`src/rtl/cbport_pkg.sv`:
```
package cbport_pkg;
  localparam int IDX_W = 5;
  localparam int CB_SLOTS = 10;
  localparam int DL_SLOTS = 3;
  localparam int CB_SLOT_W = $clog2(CB_SLOTS);
  localparam int DL_SLOT_W = $clog2(DL_SLOTS);
  localparam int START_INDEX = 1;
  localparam int SYNC_INDEX = 2;

  typedef struct packed {
    logic cbHit;
    logic dlHit;
    logic isSync;
    logic [CB_SLOT_W-1:0] cbSlot;
    logic [DL_SLOT_W-1:0] dlSlot;
  } slotSel_t;

  typedef struct packed {
    slotSel_t now;    // strobe in this cycle, decoded and gated
    slotSel_t pulse;  // strobe of the previous cycle: gapped clock phase
  } ctlStrobes_t;

  function automatic slotSel_t decodeIndex(input logic [IDX_W-1:0] idx);
    slotSel_t s;
    s = '0;
    if (idx == IDX_W'(SYNC_INDEX)) begin
      s.cbHit = 1'b1;
      s.isSync = 1'b1;
    end else if (idx >= IDX_W'(4) && idx <= IDX_W'(6)) begin
      s.cbHit = 1'b1;
      s.cbSlot = CB_SLOT_W'(idx - IDX_W'(3));
    end else if (idx >= IDX_W'(16) && idx <= IDX_W'(21)) begin
      s.cbHit = 1'b1;
      s.cbSlot = CB_SLOT_W'(idx - IDX_W'(12));
    end else if (idx >= IDX_W'(13) && idx <= IDX_W'(15)) begin
      s.dlHit = 1'b1;
      s.dlSlot = DL_SLOT_W'(idx - IDX_W'(13));
    end
    return s;
  endfunction
endpackage

```
`src/rtl/cbport_ctrl.sv`:
```
module cbport_ctrl
  import cbport_pkg::*;
(
  input  logic             clk,
  input  logic             rst,
  input  logic             cbStrobe,
  input  logic [IDX_W-1:0] cbIndex,
  output ctlStrobes_t      ctl
);
  logic started;
  slotSel_t decoded;
  slotSel_t nowSel;
  slotSel_t pulseQ;

  always_comb begin
    decoded = decodeIndex(cbIndex);
    nowSel = decoded;
    if (!(cbStrobe && started)) begin
      nowSel.cbHit = 1'b0;
      nowSel.dlHit = 1'b0;
      nowSel.isSync = 1'b0;
    end
  end

  always_ff @(posedge clk) begin
    if (rst) begin
      started <= 1'b0;
      pulseQ <= '0;
    end else begin
      if (cbStrobe && cbIndex == IDX_W'(START_INDEX)) started <= 1'b1;
      pulseQ <= nowSel;
    end
  end

  assign ctl.now = nowSel;
  assign ctl.pulse = pulseQ;
endmodule

```
`src/rtl/cbport_dp.sv`:
```
module cbport_dp
  import cbport_pkg::*;
(
  input  logic        clk,
  input  logic        rst,
  input  ctlStrobes_t ctl,
  input  logic        rxBit,
  input  logic        txDefault,
  input  logic        cbInsOn,
  input  logic        dlInsOn,
  input  logic        txCbData,
  input  logic        txDlData,
  output logic        rxCbData,
  output logic        rxDlData,
  output logic        txBit,
  output logic        txBitValid
);
  logic [CB_SLOTS-1:0] capCb, haveCb;
  logic [DL_SLOTS-1:0] capDl, haveDl;
  logic rxCbQ, rxDlQ;
  logic useCb, useDl;

  for (genvar g = 0; g < CB_SLOTS; g++) begin : gCbCap
    always_ff @(posedge clk) begin
      if (rst) begin
        capCb[g] <= 1'b0;
        haveCb[g] <= 1'b0;
      end else if (ctl.pulse.cbHit && ctl.pulse.cbSlot == CB_SLOT_W'(g)) begin
        capCb[g] <= txCbData;
        haveCb[g] <= 1'b1;
      end
    end
  end

  for (genvar g = 0; g < DL_SLOTS; g++) begin : gDlCap
    always_ff @(posedge clk) begin
      if (rst) begin
        capDl[g] <= 1'b0;
        haveDl[g] <= 1'b0;
      end else if (ctl.pulse.dlHit && ctl.pulse.dlSlot == DL_SLOT_W'(g)) begin
        capDl[g] <= txDlData;
        haveDl[g] <= 1'b1;
      end
    end
  end

  always_ff @(posedge clk) begin
    if (rst) begin
      rxCbQ <= 1'b0;
      rxDlQ <= 1'b0;
    end else begin
      if (ctl.now.cbHit) rxCbQ <= rxBit;
      if (ctl.now.dlHit) rxDlQ <= rxBit;
    end
  end

  always_comb begin
    useCb = ctl.now.cbHit && cbInsOn && haveCb[ctl.now.cbSlot];
    useDl = ctl.now.dlHit && dlInsOn && haveDl[ctl.now.dlSlot];
    txBitValid = useCb || useDl;
    if (useCb)      txBit = capCb[ctl.now.cbSlot];
    else if (useDl) txBit = capDl[ctl.now.dlSlot];
    else            txBit = txDefault;
  end

  assign rxCbData = rxCbQ;
  assign rxDlData = rxDlQ;
endmodule

```
`src/rtl/ds3_cbit_port.sv`:
```
module ds3_cbit_port
  import cbport_pkg::*;
(
  input  logic             clk,
  input  logic             rst,
  input  logic             cbStrobe,
  input  logic [IDX_W-1:0] cbIndex,
  input  logic             rxBit,
  input  logic             txDefault,
  input  logic             parityMode,
  input  logic             cbInsEn,
  input  logic             dlInsEn,
  output logic             rxCbClk,
  output logic             rxCbData,
  output logic             rxCbSync,
  output logic             rxDlClk,
  output logic             rxDlData,
  output logic             txCbClk,
  output logic             txCbSync,
  input  logic             txCbData,
  output logic             txDlClk,
  input  logic             txDlData,
  output logic             txBit,
  output logic             txBitValid
);
  ctlStrobes_t ctl;

  cbport_ctrl u_ctrl (
    .clk(clk), .rst(rst), .cbStrobe(cbStrobe), .cbIndex(cbIndex), .ctl(ctl)
  );

  cbport_dp u_dp (
    .clk(clk), .rst(rst), .ctl(ctl), .rxBit(rxBit), .txDefault(txDefault),
    .cbInsOn(parityMode && cbInsEn), .dlInsOn(parityMode && dlInsEn),
    .txCbData(txCbData), .txDlData(txDlData),
    .rxCbData(rxCbData), .rxDlData(rxDlData),
    .txBit(txBit), .txBitValid(txBitValid)
  );

  assign rxCbClk  = ctl.pulse.cbHit;
  assign txCbClk  = ctl.pulse.cbHit;
  assign rxCbSync = ctl.pulse.isSync;
  assign txCbSync = ctl.pulse.isSync;
  assign rxDlClk  = ctl.pulse.dlHit;
  assign txDlClk  = ctl.pulse.dlHit;
endmodule

```
`config.mk`:
```
export PLATFORM = sky130hd
export DESIGN_NAME = ds3_cbit_port
export DESIGN_NICKNAME = d
export VERILOG_FILES = /design/src/rtl/cbport_pkg.sv /design/src/rtl/cbport_ctrl.sv /design/src/rtl/cbport_dp.sv /design/src/rtl/ds3_cbit_port.sv
export SDC_FILE = /design/constraint.sdc
export NUM_CORES = 1
export LEC_CHECK = 0
export BUFFER_PORTS_ARGS = -buffer_cell sky130_fd_sc_hd__buf_2
export CORE_UTILIZATION = 57
export CTS_BUF_LIST = sky130_fd_sc_hd__clkbuf_16
export CTS_CLUSTER_SIZE = 28
export DETAILED_ROUTE_END_ITERATION = 7
export PLACE_DENSITY = 0.79
export SLEW_MARGIN = 15
export SYNTH_ARGS = -nofsm -noshare
export SYNTH_HDL_FRONTEND = slang
export SYNTH_HIERARCHICAL = 1
export SYNTH_SLANG_ARGS = --single-unit
export TNS_END_PERCENT = 5
```
`constraint.sdc`:
```
create_clock -name clk -period 3.5 [get_ports clk]
set_input_delay 0.525 -clock clk [delete_from_list [all_inputs] [get_ports clk]]
set_output_delay 0.525 -clock clk [all_outputs]
set_load 0.02 [all_outputs]
```
# Yosys cells after proc, flatten, opt, wreduce, memory -nomap -nowiden
# Cells that the tools add are included.
[word_totals]
regBits = 38
inputBits = 15
output_inout_bits = 10
word_cells = 112
[classes]
n_addsub = 3
magnitude_cmp = 8
n_eq_ne = 13
mux = 25
bitwise = 1
n_reduce_logical = 28
[op_table]
columns = ["operator", "count"]
rows = [
  ["$logic_and A1 B1 Y1", 24],
  ["$eq A4 B3 Y1 const B", 4],
  ["$mux W1", 14],
  ["$bmux W1 S4", 2],
  ["$eq A4 B2 Y1 const B", 2],
  ["$eq A4 B4 Y1 const B", 2],
  ["$mux W4", 2],
  ["$mux W2", 3],
  ["$mux W6", 1],
  ["$eq A5 B1 Y1 const B", 1],
  ["$eq A5 B2 Y1 const B", 1],
  ["$ge A5 B3 Y1 const B", 1],
  ["$ge A5 B4 Y1 const B", 1],
  ["$ge A5 B5 Y1 const B", 1],
  ["$le A5 B3 Y1 const B", 1],
  ["$le A5 B4 Y1 const B", 1],
  ["$le A5 B5 Y1 const B", 1],
  ["$lt A4 B5 Y1 const B", 1],
  ["$bmux W1 S2", 2],
  ["$eq A4 B1 Y1 const B", 1],
  ["$logic_not A4 Y1", 1],
  ["$sub A4 B2 Y4 const B", 1],
  ["$sub A4 B4 Y4 const B", 1],
  ["$lt A2 B3 Y1 const B", 1],
  ["other kinds (8)", 8],
]

# Longest topological paths before layout
[depth]
depth_word = 11
ltp_mapped = 13
ltp_nobuf = 11

# By module
# The synthesis kept the hierarchy.
[modules_own_cells]
columns = ["module", "instances", "cells_per_inst", "area_per_inst_um2", "seq_area_each_um2"]
rows = [
  ["cbport_dp", 1, 146, 1287.5, 560.5],
  ["cbport_ctrl", 1, 78, 668.1, 200.2],
  ["ds3_cbit_port", 1, 5, 35.0, 0.0],
]

# Least setup slack after synthesis
# Ideal clock, no wire load.
[synth_timing]
kind = "input-to-output"
from = "input cbIndex[0]"
to = "output txBit"
arrival_time_ps = 2883
required_time_ps = 2975
setup_slack_ps = 92
cell_stages = 12
n_path_buf = 2
path_cell_list = "buf_6 inv_1 ha_1 a21oi_2 nor3_2 a22o_1 and2_1 buf_6 mux4_2 o211a_1 o211ai_2 mux2_1"
[synth_lines]
columns = ["element", "line_no", "source"]
rows = [
  ["start, declared", "ds3_cbit_port.sv:7", "input logic [IDX_W-1:0] cbIndex,"],
  ["end, declared", "ds3_cbit_port.sv:23", "output logic txBit,"],
]

==> flow_summary.json <==
{
  "fin_setup_tns_ns": 0,
  "clkLatencyLatePin_ns": 0.28,
  "syn_avg_cell_area_um2": 8.715,
  "layout-drive-gt1-share_pct": 30.11,
  "startpoint_type": "input pin",
  "vdd_drop_max_v": 0.0004151,
  "fill_cells": 242,
  "cts_htree_levels": 2,
  "cts_buffer_depth": 2,
  "mostFrequentLayoutCells": "38 x dfxtp_1, 29 x nor2_1, 22 x buf_2, 22 x nand2_1, 22 x buf_4",
  "tritoncts": "done",
  "syn_area_um2": 1987,
  "ant_nets": 0,
  "numCtsBuffers": 5,
  "drt_iter0_markers": 115,
  "final_nets": 290,
  "grt_pass1_wl_mm": 7.196,
  "die_y_um": 61.04,
  "combPwrFrac_pct": 10.3,
  "drc_errors": 0,
  "start_util_pct": 59.54,
  "fp.coreArea_um2": 3337,
  "min_period_ns": 3.453,
  "holdWs_ns": 0.4518,
  "crit_start": "cbIndex[0]",
  "first_global_vias": 1556,
  "grt_max_degree": 36,
  "layout_commonest_cell": "dfxtp_1",
  "die_w_um": 61.04,
  "p_int_mw": 0.8926,
  "cts.clk_slew.worst_paths_ns": 0.06,
  "rows": 21,
  "critical_path_class": "in2out",
  "p_clk_share_pct": 50.9,
  "dp_hpwl_mm": 3.182,
  "worstReg2RegStart": "u_ctrl/ctl[8]",
  "sw_frac_of_total_pct": 20.88,
  "power_frac_seq_pct": 38.8,
  "viasPerCell": 5.898,
  "synth_fp_nets": 250,
  "crit_required_ns": 2.97,
  "crit_chain": "clkbuf_4 -> inv_2 -> ha_4 -> a21oi_4 -> buf_6 -> o31ai_4 -> a211o_4 -> nor2_4 -> buf_4 -> nor2b_4 -> o2bb2ai_1 -> nand3_1 -> mux2_4 -> mux2_4 -> buf_6",
  "syn2layout_area_growth_pct": 28.90,
  "avgRoutedWirePerCell_um": 16.12,
  "slowest_delay_ns": 0.35,
  "die_area_um2": 3726,
  "endpoint_kind": "output pin",
  "cts_sinks": 38,
  "overflow": 0,
  "antenna_found_initial": 0,
  "max_freq_mhz": 289.6,
  "reg2reg_depth": 4,
  "fin_crit_sh_pct": 98.66,
  "finClkSkew_ns": 0.003301,
  "r2r_setup_slack_ns": 1.87,
  "path_max_fanout": 4,
  "wirelength_mm": 5.077,
  "power_density_nw_per_um2": 440.4,
  "cap_violations": 0,
  "grtUsageTotal_pct": 27.10,
  "outcome": "finished clean",
  "slew_headroom_pct": 53.50,
  "clock-root-buffer": "clkbuf_16",
  "slew_viol_final": 0,
  "diodes": 0,
  "p_leak_nw": 1.063,
  "power_switching_mw": 0.2355,
  "gp_congestion": 0.9022,
  "ys_warn_count": 6,
  "dr.pass1.iters": 5,
  "vias": 1858,
  "hold_viol": 0,
  "endpoint": "txBit",
  "min_path_type": "reg2reg",
  "syn_inst": 228,
  "slowest_stage": "a211o_4",
  "r2r-end": "u_dp/capCb[3]",
  "boundaryPins": 25,
  "io_buffers": 24,
  "setup_viol": 0,
  "arrival_ns": 2.93,
  "tightest_slew_ns": 0.6944,
  "hold_buffers": 0
}
## registers in the layout, summed over array words and instances, names as in the netlist
name and cells:
u_ctrl/ctl 9, u_dp/haveDl 3, u_dp/capDl 3, u_dp/capCb 10, u_dp/haveCb 10, u_dp/rxDlData 1
u_dp/rxCbData 1, u_ctrl/started 1
## critical path, delay by kind of cell
kind / cells / cell delay, ns
adders and majority gates: 1 / 0.17
and+or+nand+nor: 3 / 0.30
muxes: 2 / 0.57
AOI/OAI and AO/OA: 4 / 0.72
buffers and inverters: 5 / 0.63
## worst min-delay path by stage
| stage | from | to | slack, ns | depth (start not counted) |
|---|---|---|---|---|
| 2_1_floorplan | u_dp/haveCb[3] | u_dp/haveCb[3] | 0.42 | 2 |
| 3_3_place_gp | u_dp/haveCb[3] | u_dp/haveCb[3] | 0.43 | 2 |
| 3_5_place_dp | u_dp/haveCb[3] | u_dp/haveCb[3] | 0.44 | 2 |
| 4_1_cts | u_dp/haveCb[3] | u_dp/haveCb[3] | 0.45 | 2 |
| 5_1_grt | u_dp/haveCb[3] | u_dp/haveCb[3] | 0.47 | 2 |
| 6_report | u_dp/haveCb[3] | u_dp/haveCb[3] | 0.45 | 2 |
## what timing repair did
action                                 CTS  global route
setup buffers                            2             3
gates resized for setup                  9            20
pin swaps                                4             6
setup endpoints to repair                1             1
endpoints found under the hold margin    0             0
## per-layer routing
metal | up-vias | routed length (µm) | track usage [%]
li1 | 866 | - | -
met1 | 878 | 2027 | 35.27
met2 | 95 | 2551 | 43.01
met5 | - | 0 | 0
met3 | 19 | 362 | 6.933
met4 | 0 | 136 | 11.04
## power by group through the flow
stage | Clock (mW) | Combinational, mW | Sequential, mW
2_1_floorplan | 0 | 0.0580 | 0.446
3_3_place_gp | 0 | 0.0927 | 0.447
3_5_place_dp | 0 | 0.0939 | 0.447
4_1_cts | 0.579 | 0.0991 | 0.438
5_1_grt | 0.601 | 0.122 | 0.438
6_report | 0.574 | 0.116 | 0.438
## layout make-up
cell class              instances  area (µm²)  share of cell area [%]
repair buffers                 48       316.6                   12.36
well taps                      46       57.56                   2.247
clock buffers                   5       125.1                   4.885
inverters                      10       37.54                   1.466
flip-flops and latches         38       760.7                   29.70
clock inverters                 3       63.81                   2.491
multi-input cells             165        1200                   46.85
## through the flow
stage               utilization [%]  cell area, µm²  total power [mW]  setup WS (ns)  instances
floorplan                         -            1987            0.5043        0.09178        228
global placement              66.29            2212            0.5393       -0.03641        302
detailed placement            66.29            2212            0.5407       -0.08584        302
CTS                           73.27            2445             1.116       0.002738        312
global route                  76.75            2561             1.160       -0.04353        315
finish                        76.75            2561             1.128        0.04702        315
(Power assumes the default switching activity.)
